`src/rtl/ocu_pkg.sv`:
```
package ocu_pkg;
  localparam int unsigned CTL_FIELDS = 3;

  typedef struct packed {
    logic lvl;
    logic oe;
    logic ie;
  } chan_ctl_t;
endpackage

```
`src/rtl/ocu_cntwatch.sv`:
```
module ocu_cntwatch #(
  parameter int CW = 16
) (
  input  logic          clk,
  input  logic          rst_n,
  input  logic [CW-1:0] cnt_i,
  output logic          chg_o
);
  logic [CW-1:0] prev_q;
  logic          vld_q;

  always_ff @(posedge clk) begin
    if (!rst_n) begin
      prev_q <= '0;
      vld_q  <= 1'b0;
    end else begin
      prev_q <= cnt_i;
      vld_q  <= 1'b1;
    end
  end

  assign chg_o = vld_q && (cnt_i != prev_q);
endmodule

```
`src/rtl/ocu_chan.sv`:
```
module ocu_chan #(
  parameter int CW = 16
) (
  input  logic              clk,
  input  logic              rst_n,
  input  logic              lowpwr,
  input  logic              chg,
  input  logic [CW-1:0]     cnt_i,
  input  logic              cmp_we,
  input  logic [CW-1:0]     wdata,
  input  logic              sts_rd,
  input  logic              sts_wr,
  input  logic              clr_bit,
  input  ocu_pkg::chan_ctl_t ctl,
  output logic [CW-1:0]     cmp_q,
  output logic              flag_q,
  output logic              irq_q,
  output logic              pin_q
);
  logic arm_q;
  logic hit;

  assign hit = chg && !lowpwr && (cnt_i == cmp_q);

  always_ff @(posedge clk) begin
    if (!rst_n) begin
      cmp_q  <= '1;
      flag_q <= 1'b0;
      arm_q  <= 1'b0;
      irq_q  <= 1'b0;
      pin_q  <= 1'b0;
    end else begin
      if (lowpwr)      cmp_q <= '1;
      else if (cmp_we) cmp_q <= wdata;

      if (hit)                               flag_q <= 1'b1;
      else if (sts_wr && !clr_bit && arm_q)  flag_q <= 1'b0;

      if (sts_wr)                arm_q <= 1'b0;
      else if (sts_rd && flag_q) arm_q <= 1'b1;

      irq_q <= flag_q & ctl.ie;

      if (hit && ctl.oe) pin_q <= ctl.lvl;
    end
  end
endmodule

```
`src/rtl/ocu_regs.sv`:
```
module ocu_regs #(
  parameter int CW  = 16,
  parameter int NCH = 2,
  parameter int AW  = 2
) (
  input  logic                           clk,
  input  logic                           rst_n,
  input  logic                           lowpwr,
  input  logic                           bus_rd,
  input  logic                           bus_wr,
  input  logic [AW-1:0]                  bus_addr,
  input  logic [CW-1:0]                  bus_wdata,
  input  logic [NCH-1:0][CW-1:0]         cmp_q,
  input  logic [NCH-1:0]                 flag_q,
  output logic [NCH-1:0]                 cmp_we,
  output logic                           sts_rd,
  output logic                           sts_wr,
  output ocu_pkg::chan_ctl_t [NCH-1:0]   ctl_o,
  output logic [CW-1:0]                  bus_rdata
);
  localparam int        CTLW     = ocu_pkg::CTL_FIELDS * NCH;
  localparam logic [AW-1:0] A_CTL = AW'(NCH);
  localparam logic [AW-1:0] A_STS = AW'(NCH + 1);

  logic [CTLW-1:0] ctl_q;

  always_ff @(posedge clk) begin
    if (!rst_n)                            ctl_q <= '0;
    else if (bus_wr && bus_addr == A_CTL)  ctl_q <= bus_wdata[CTLW-1:0];
  end

  assign sts_rd = bus_rd && (bus_addr == A_STS);
  assign sts_wr = bus_wr && (bus_addr == A_STS);

  for (genvar i = 0; i < NCH; i++) begin : g_dec
    assign cmp_we[i]    = bus_wr && !lowpwr && (bus_addr == AW'(i));
    assign ctl_o[i].ie  = ctl_q[i];
    assign ctl_o[i].oe  = ctl_q[NCH + i];
    assign ctl_o[i].lvl = ctl_q[2*NCH + i];
  end

  always_comb begin
    bus_rdata = '0;
    for (int i = 0; i < NCH; i++)
      if (bus_addr == AW'(i)) bus_rdata = cmp_q[i];
    if (bus_addr == A_CTL) bus_rdata[CTLW-1:0] = ctl_q;
    if (bus_addr == A_STS) bus_rdata[NCH-1:0]  = flag_q;
  end
endmodule

```
`src/rtl/ocu_top.sv`:
```
module ocu_top #(
  parameter int CW  = 16,
  parameter int NCH = 2,
  parameter int AW  = $clog2(NCH + 2)
) (
  input  logic           clk,
  input  logic           rst_n,
  input  logic           lowpwr,
  input  logic [CW-1:0]  cnt_i,
  input  logic           bus_rd,
  input  logic           bus_wr,
  input  logic [AW-1:0]  bus_addr,
  input  logic [CW-1:0]  bus_wdata,
  output logic [CW-1:0]  bus_rdata,
  output logic [NCH-1:0] cmp_pin,
  output logic [NCH-1:0] irq
);
  logic                         chg_w;
  logic [NCH-1:0][CW-1:0]       cmp_w;
  logic [NCH-1:0]               flag_w;
  logic [NCH-1:0]               cmp_we_w;
  logic                         sts_rd_w;
  logic                         sts_wr_w;
  ocu_pkg::chan_ctl_t [NCH-1:0] ctl_w;

  ocu_cntwatch #(.CW(CW)) watch_i (
    .clk   (clk),
    .rst_n (rst_n),
    .cnt_i (cnt_i),
    .chg_o (chg_w)
  );

  ocu_regs #(.CW(CW), .NCH(NCH), .AW(AW)) regs_i (
    .clk       (clk),
    .rst_n     (rst_n),
    .lowpwr    (lowpwr),
    .bus_rd    (bus_rd),
    .bus_wr    (bus_wr),
    .bus_addr  (bus_addr),
    .bus_wdata (bus_wdata),
    .cmp_q     (cmp_w),
    .flag_q    (flag_w),
    .cmp_we    (cmp_we_w),
    .sts_rd    (sts_rd_w),
    .sts_wr    (sts_wr_w),
    .ctl_o     (ctl_w),
    .bus_rdata (bus_rdata)
  );

  for (genvar i = 0; i < NCH; i++) begin : g_ch
    ocu_chan #(.CW(CW)) chan_i (
      .clk     (clk),
      .rst_n   (rst_n),
      .lowpwr  (lowpwr),
      .chg     (chg_w),
      .cnt_i   (cnt_i),
      .cmp_we  (cmp_we_w[i]),
      .wdata   (bus_wdata),
      .sts_rd  (sts_rd_w),
      .sts_wr  (sts_wr_w),
      .clr_bit (bus_wdata[i]),
      .ctl     (ctl_w[i]),
      .cmp_q   (cmp_w[i]),
      .flag_q  (flag_w[i]),
      .irq_q   (irq[i]),
      .pin_q   (cmp_pin[i])
    );
  end
endmodule

```
`config.mk`:
```
export PLATFORM = sky130hd
export DESIGN_NAME = ocu_top
export DESIGN_NICKNAME = d
export VERILOG_FILES = /design/src/rtl/ocu_pkg.sv /design/src/rtl/ocu_cntwatch.sv /design/src/rtl/ocu_chan.sv /design/src/rtl/ocu_regs.sv /design/src/rtl/ocu_top.sv
export SDC_FILE = /design/constraint.sdc
export NUM_CORES = 1
export LEC_CHECK = 0
export ABC_AREA = 1
export CELL_PAD_IN_SITES_DETAIL_PLACEMENT = 2
export CELL_PAD_IN_SITES_GLOBAL_PLACEMENT = 2
export CORE_MARGIN = 5
export CORE_UTILIZATION = 28
export DETAILED_ROUTE_END_ITERATION = 8
export PLACE_DENSITY_LB_ADDON = 0.1
export SLEW_MARGIN = 20
export SYNTH_ARGS = -nofsm -noshare
export SYNTH_HDL_FRONTEND = slang
export SYNTH_SLANG_ARGS = --single-unit
export TNS_END_PERCENT = 30
```
`constraint.sdc`:
```
create_clock -name clk -period 1.5 [get_ports clk]
set_input_delay 0.3 -clock clk [delete_from_list [all_inputs] [get_ports clk]]
set_output_delay 0.3 -clock clk [all_outputs]
set_load 0.1 [all_outputs]
```
; After elaboration in Yosys (flattened, before gate mapping)
; Index checks and enable logic that the tools add are counted.
[op_classes]
n_eq_ne = 6
mux = 9
n_bitwise = 3
n_reduce_logical = 26
[ops]
columns = cell, n
row1 = $eq A16 B16 Y1, 2
row2 = $mux W16, 2
row3 = $logic_and A1 B1 Y1, 18
row4 = $ne A16 B16 Y1, 1
row5 = $mux W6, 1
row6 = $mux W1, 5
row7 = $eq A2 B2 Y1 const B, 2
row8 = $reduce_bool A2 Y1, 2
row9 = $reduce_or A2 Y1, 2
row10 = $logic_not A1 Y1, 3
row11 = $and A1 B1 Y1, 2
row12 = $eq A2 B1 Y1 const B, 1
row13 = $logic_not A2 Y1, 1
row14 = $mux W2, 1
row15 = $not A1 Y1, 1
[totals]
ff_bits = 63
output_inout_bits = 20

; Depth between registers and ports, before layout
; Gate-level depths: netlist of the first run.
[depth]
ltp_word = 6
ltp_mapped = 12

; Hierarchy
; A second synthesis of the first run with hierarchy kept.
[unflattened]
cells_unflattened = 616
hier_area_um2 = 3677.3
[modules_own_cells]
columns = mod, n_inst, cells_each, area_each_um2, seq_area_each_um2
row1 = ocu_chan, 2, 184, 1133.6, 400.4
row2 = ocu_cntwatch, 1, 138, 805.8, 340.3
row3 = ocu_regs, 1, 110, 604.3, 120.1

; Worst setup path after synthesis of the first run
; No wires, ideal clock.
[synth_timing]
kind = reg2out
startpoint = register g_ch[0].chan_i.flag_q
endpoint = output port bus_rdata[0]
arrival_ps = 2490
required_time_ps = 1200
slack_ps = -1290
path_stages_with_launch = 3
n_path_buf = 0
path_cell_list = dfxtp_1 > inv_1 > o21ai_0
[synth_via]
elab_chain_cells = 1
[synth_rtl]
columns = item, line_no
row1 = from (decl), ocu_chan.sv:16  ; output logic flag_q,
row2 = from (signal assigned), ocu_chan.sv:28  ; flag_q <= 1'b0;
row3 = from (signal assigned), ocu_chan.sv:36  ; if (hit) flag_q <= 1'b1;
row4 = from (signal assigned), ocu_chan.sv:37  ; else if (sts_wr && !clr_bit && arm_q) flag_q <= 1'b0;
row5 = $mux W2, ocu_regs.sv:47  ; if (bus_addr == A_STS) bus_rdata[NCH-1:0] = flag_q;
row6 = to (decl), ocu_top.sv:14  ; output logic [CW-1:0] bus_rdata,
; Every way passes these cells.

; Worst setup path in the final report of the first run
[layout_timing]
startpoint = input port bus_addr[0]
endpoint = output port bus_rdata[5]
[layout_via]
elab_chain_cells = 4
[layout_rtl]
columns = item, line_no
row1 = from (decl), ocu_top.sv:12  ; input logic [AW-1:0] bus_addr,
row2 = $logic_not A2 Y1, ocu_regs.sv:45  ; if (bus_addr == AW'(i)) bus_rdata = cmp_q[i];
row3 = $mux W16 (2 in a row), ocu_regs.sv:45
row4 = $mux W6 (*), ocu_regs.sv:46  ; if (bus_addr == A_CTL) bus_rdata[CTLW-1:0] = ctl_q;
; Every way passes the cells marked *; elsewhere a longest branch is shown, timed or not.

==> impl_metrics.json, run 1 <==
{
  "reg2reg_from": "g_ch[0].chan_i.cmp_q[1]$_SDFFE_PP1P_",
  "drv_cap": 0,
  "clk_latency_ns": 0.34,
  "crit_arrival_ns": 1.40,
  "async_reset_ff_share_pct": 0,
  "cpPeakStageDelay_ns": 0.21,
  "critPathSlowestCell": "buf_12",
  "whs_path_depth": 3,
  "finalCriticalPeriod_ns": 1.695,
  "r2r_cells": 9,
  "drt_wl_total_um": 13630,
  "max-slew-margin-rel_pct": 77.21,
  "layout.nets": 637,
  "rsz0062_at_grt": "yes",
  "die_x_um": 117.1,
  "fmaxAchievable_mhz": 589.9,
  "start_kind": "input pin",
  "grt_overflow_total": 0,
  "synth_compound_area_share_pct": 9.747,
  "synth_most_common_cell": "nand2_1",
  "via_per_inst": 4.777,
  "portBuffers": 58,
  "ctsHoldBuffers": 0,
  "clock_sinks": 63,
  "yosys.area_share.simple_pct": 33.22,
  "synth_edf_count": 0,
  "timing.critical_path.cells": "buf_8 -> buf_6 -> nor2_4 -> clkinvlp_4 -> buf_6 -> o221ai_4 -> buf_12",
  "dieArea_um2": 13700,
  "antenna_left": 0,
  "ys_seq_area_share_pct": 39.30,
  "post-place-ws_ns": -0.6602,
  "failed_checks": "setup timing",
  "cts-root-buf": "clkbuf_16",
  "ys_types": 28,
  "first_global_vias": 4065,
  "crit_cells": 7,
  "required_ns": 1.20,
  "place_hpwl_um": 9639,
  "setup_tns_ns": -2.040,
  "netlist_top_cells_count": "183 x nand2_1, 67 x inv_1, 63 x dfxtp_1",
  "setup_ws_ns": -0.1952,
  "startpoint": "bus_addr[0]",
  "antenna_found_initial": 0,
  "finalInstanceArea_um2": 5206,
  "grt_max_degree": 33,
  "grtUsageTotal_pct": 21.28,
  "drtIter0Drc": 105,
  "ir_drop_mv": 0.6212,
  "core.rowCount": 39,
  "setup_viol": 16,
  "r2r_slack_ns": 0,
  "critical_path_class": "in -> out",
  "worstMarginPinSlew_ns": 0.3411,
  "core-area_um2": 11320,
  "initial_core_util_pct": 28.35,
  "skew_ns": 0.008414,
  "period_share_pct": 113.0,
  "wl_per_cell_um": 18.27,
  "critical_path.top_delay_family": "buffers and inverters",
  "ys.warnings.count": 0,
  "grt_pass1_wl_um": 21570,
  "synth_top_family_by_area": "simple AND/OR/NAND/NOR gates",
  "placedInstanceArea_um2": 4616,
  "hold_viol_final": 0,
  "synth_top_cell_area_share_pct": 39.30,
  "drt_pass1_iterations": 7,
  "synth-seq-cells": 63,
  "fin_util_pct": 45.99,
  "holdCritPathClass": "in -> reg",
  "p_leak_nw": 2.548,
  "via_count": 3564,
  "cts_buffers": 9,
  "synth.mux.area_fraction_pct": 0,
  "whs_ns": 0.4123,
  "nFillCells": 1279,
  "syn_area_um2": 3209,
  "boundaryPins": 59,
  "outcome": "finished with violations",
  "crit_top_cell": "buf_6",
  "clockBufferDepth": 2,
  "synth_fa_ha_area_share_pct": 0,
  "whs_endpoint": "watch_i.prev_q[2]$_SDFF_PN0_",
  "path_clk_slew_ns": 0.06,
  "endpoint_kind": "output pin",
  "synth_nets": 526,
  "synthTopCellsByArea": "dfxtp_1 39%, nand2_1 21%, inv_1 7.8%",
  "min_from": "cnt_i[2]",
  "drc": 0,
  "drv_slew": 0,
  "drive_gt1_share_pct": 27.86,
  "h-tree-depth": 3,
  "p_per_area_nw_per_um2": 988.8,
  "post-place-cells": 719,
  "final_cells": 746,
  "synth_flop_cell": "dfxtp_1",
  "synth-xor-area-share_pct": 4.912,
  "syn-instance-count": 487,
  "finalWeightedCongestion": 0.7969,
  "yosysTopAreaCell": "dfxtp_1",
  "reg2reg_to": "g_ch[0].chan_i.pin_q$_SDFFE_PN0P_",
  "synth_area_per_cell_um2": 6.590,
  "cp_max_fo": 3,
  "die_h_um": 117.1,
  "cts_tree": "done",
  "area_growth_syn_to_layout_pct": 62.22,
  "total_power_mw": 5.148,
  "diodes": 0,
  "cp_num_buf_inv": 5
}
==> flip-flops by register name, summed over array words and instances, names as in the netlist <==
name,flops
g_ch.chan_i.cmp_q,32
regs_i.ctl_q,6
g_ch.chan_i.pin_q,2
watch_i.vld_q,1
g_ch.chan_i.arm_q,2
watch_i.prev_q,16
g_ch.chan_i.irq_q,2
g_ch.chan_i.flag_q,2
==> layout make-up <==
cell class | count | area [µm²] | area share, %
tap | 143 | 178.9 | 3.437
clock buffer | 9 | 225.2 | 4.326
timing repair buffer | 117 | 1315 | 25.26
clock inverter | 7 | 87.58 | 1.682
multi-input combinational | 324 | 1809 | 34.75
sequential | 63 | 1270 | 24.39
inverter | 83 | 320.3 | 6.152
==> cells by family after synthesis <==
logic type | after synthesis
simple gates | 260
buf+inv | 100
flops | 63
compound gates | 46
xor+xnor | 18
==> report_power, final <==
group	internal [mW]	switching [mW]	leakage (nW)
sequential	1.72	0.0291	0.514
clock	1.44	0.809	0.155
combinational	0.464	0.688	1.88
total	3.62	1.53	2.55
==> worst max path at each step <==
| stage | end | slack, ns |
|---|---|---|
| floorplan | bus_rdata[5] | -0.28 |
| global placement | bus_rdata[6] | -0.59 |
| detailed placement | bus_rdata[6] | -0.66 |
| CTS | bus_rdata[5] | -0.19 |
| global route | bus_rdata[14] | -0.24 |
| finish | bus_rdata[5] | -0.20 |
==> timing repair <==
action,CTS,global route
buffers inserted,13,0
pin swaps,16,5
gates resized for setup,75,8
setup endpoints to repair,58,22
==> placed cells by master, fill, tap and decap left out, types with 3 or more instances in the layout <==
cell type,n
nand2_1,179
inv_1,60
dfxtp_1,58
buf_4,44
buf_12,25
nand3_1,22
nor2_1,21
clkdlybuf4s50_1,20
o211ai_1,18
xnor2_1,17
inv_2,16
dlygate4sd2_1,15
nor2_2,14
nand2_2,10
buf_6,10
a21oi_1,9
clkbuf_16,9
o22ai_4,6
clkinv_2,5
clkinv_1,4
dfxtp_2,4
nor2_4,3
clkinvlp_4,3
nand4_1,3
==> per-layer routing <==
layer / global-route usage, % / routed length (µm) / part of all wire [%]
met1: 22.68 / 5458 / 40
met2: 40.31 / 7315 / 54
met3: 5.450 / 487 / 3.6
met4: 7.416 / 370 / 2.7
met5: 0 / 0 / 0
==> tightest hold or removal path: stages <==
cell           delay, ns
dlygate4sd2_1       0.30
nand2_1             0.08
inv_1               0.03
(Power assumes the default switching activity.)
==> inputs of run 2 (changes only) <==
--- a/config.mk
+++ b/config.mk
@@ -6,6 +6,7 @@
 export NUM_CORES = 1
 export LEC_CHECK = 0
 export ABC_AREA = 1
+export CAP_MARGIN = 30
 export CELL_PAD_IN_SITES_DETAIL_PLACEMENT = 2
 export CELL_PAD_IN_SITES_GLOBAL_PLACEMENT = 2
 export CORE_MARGIN = 5
==> results of run 2 <==
No change in the layout: final DEF, timing and power equal those of run 1.
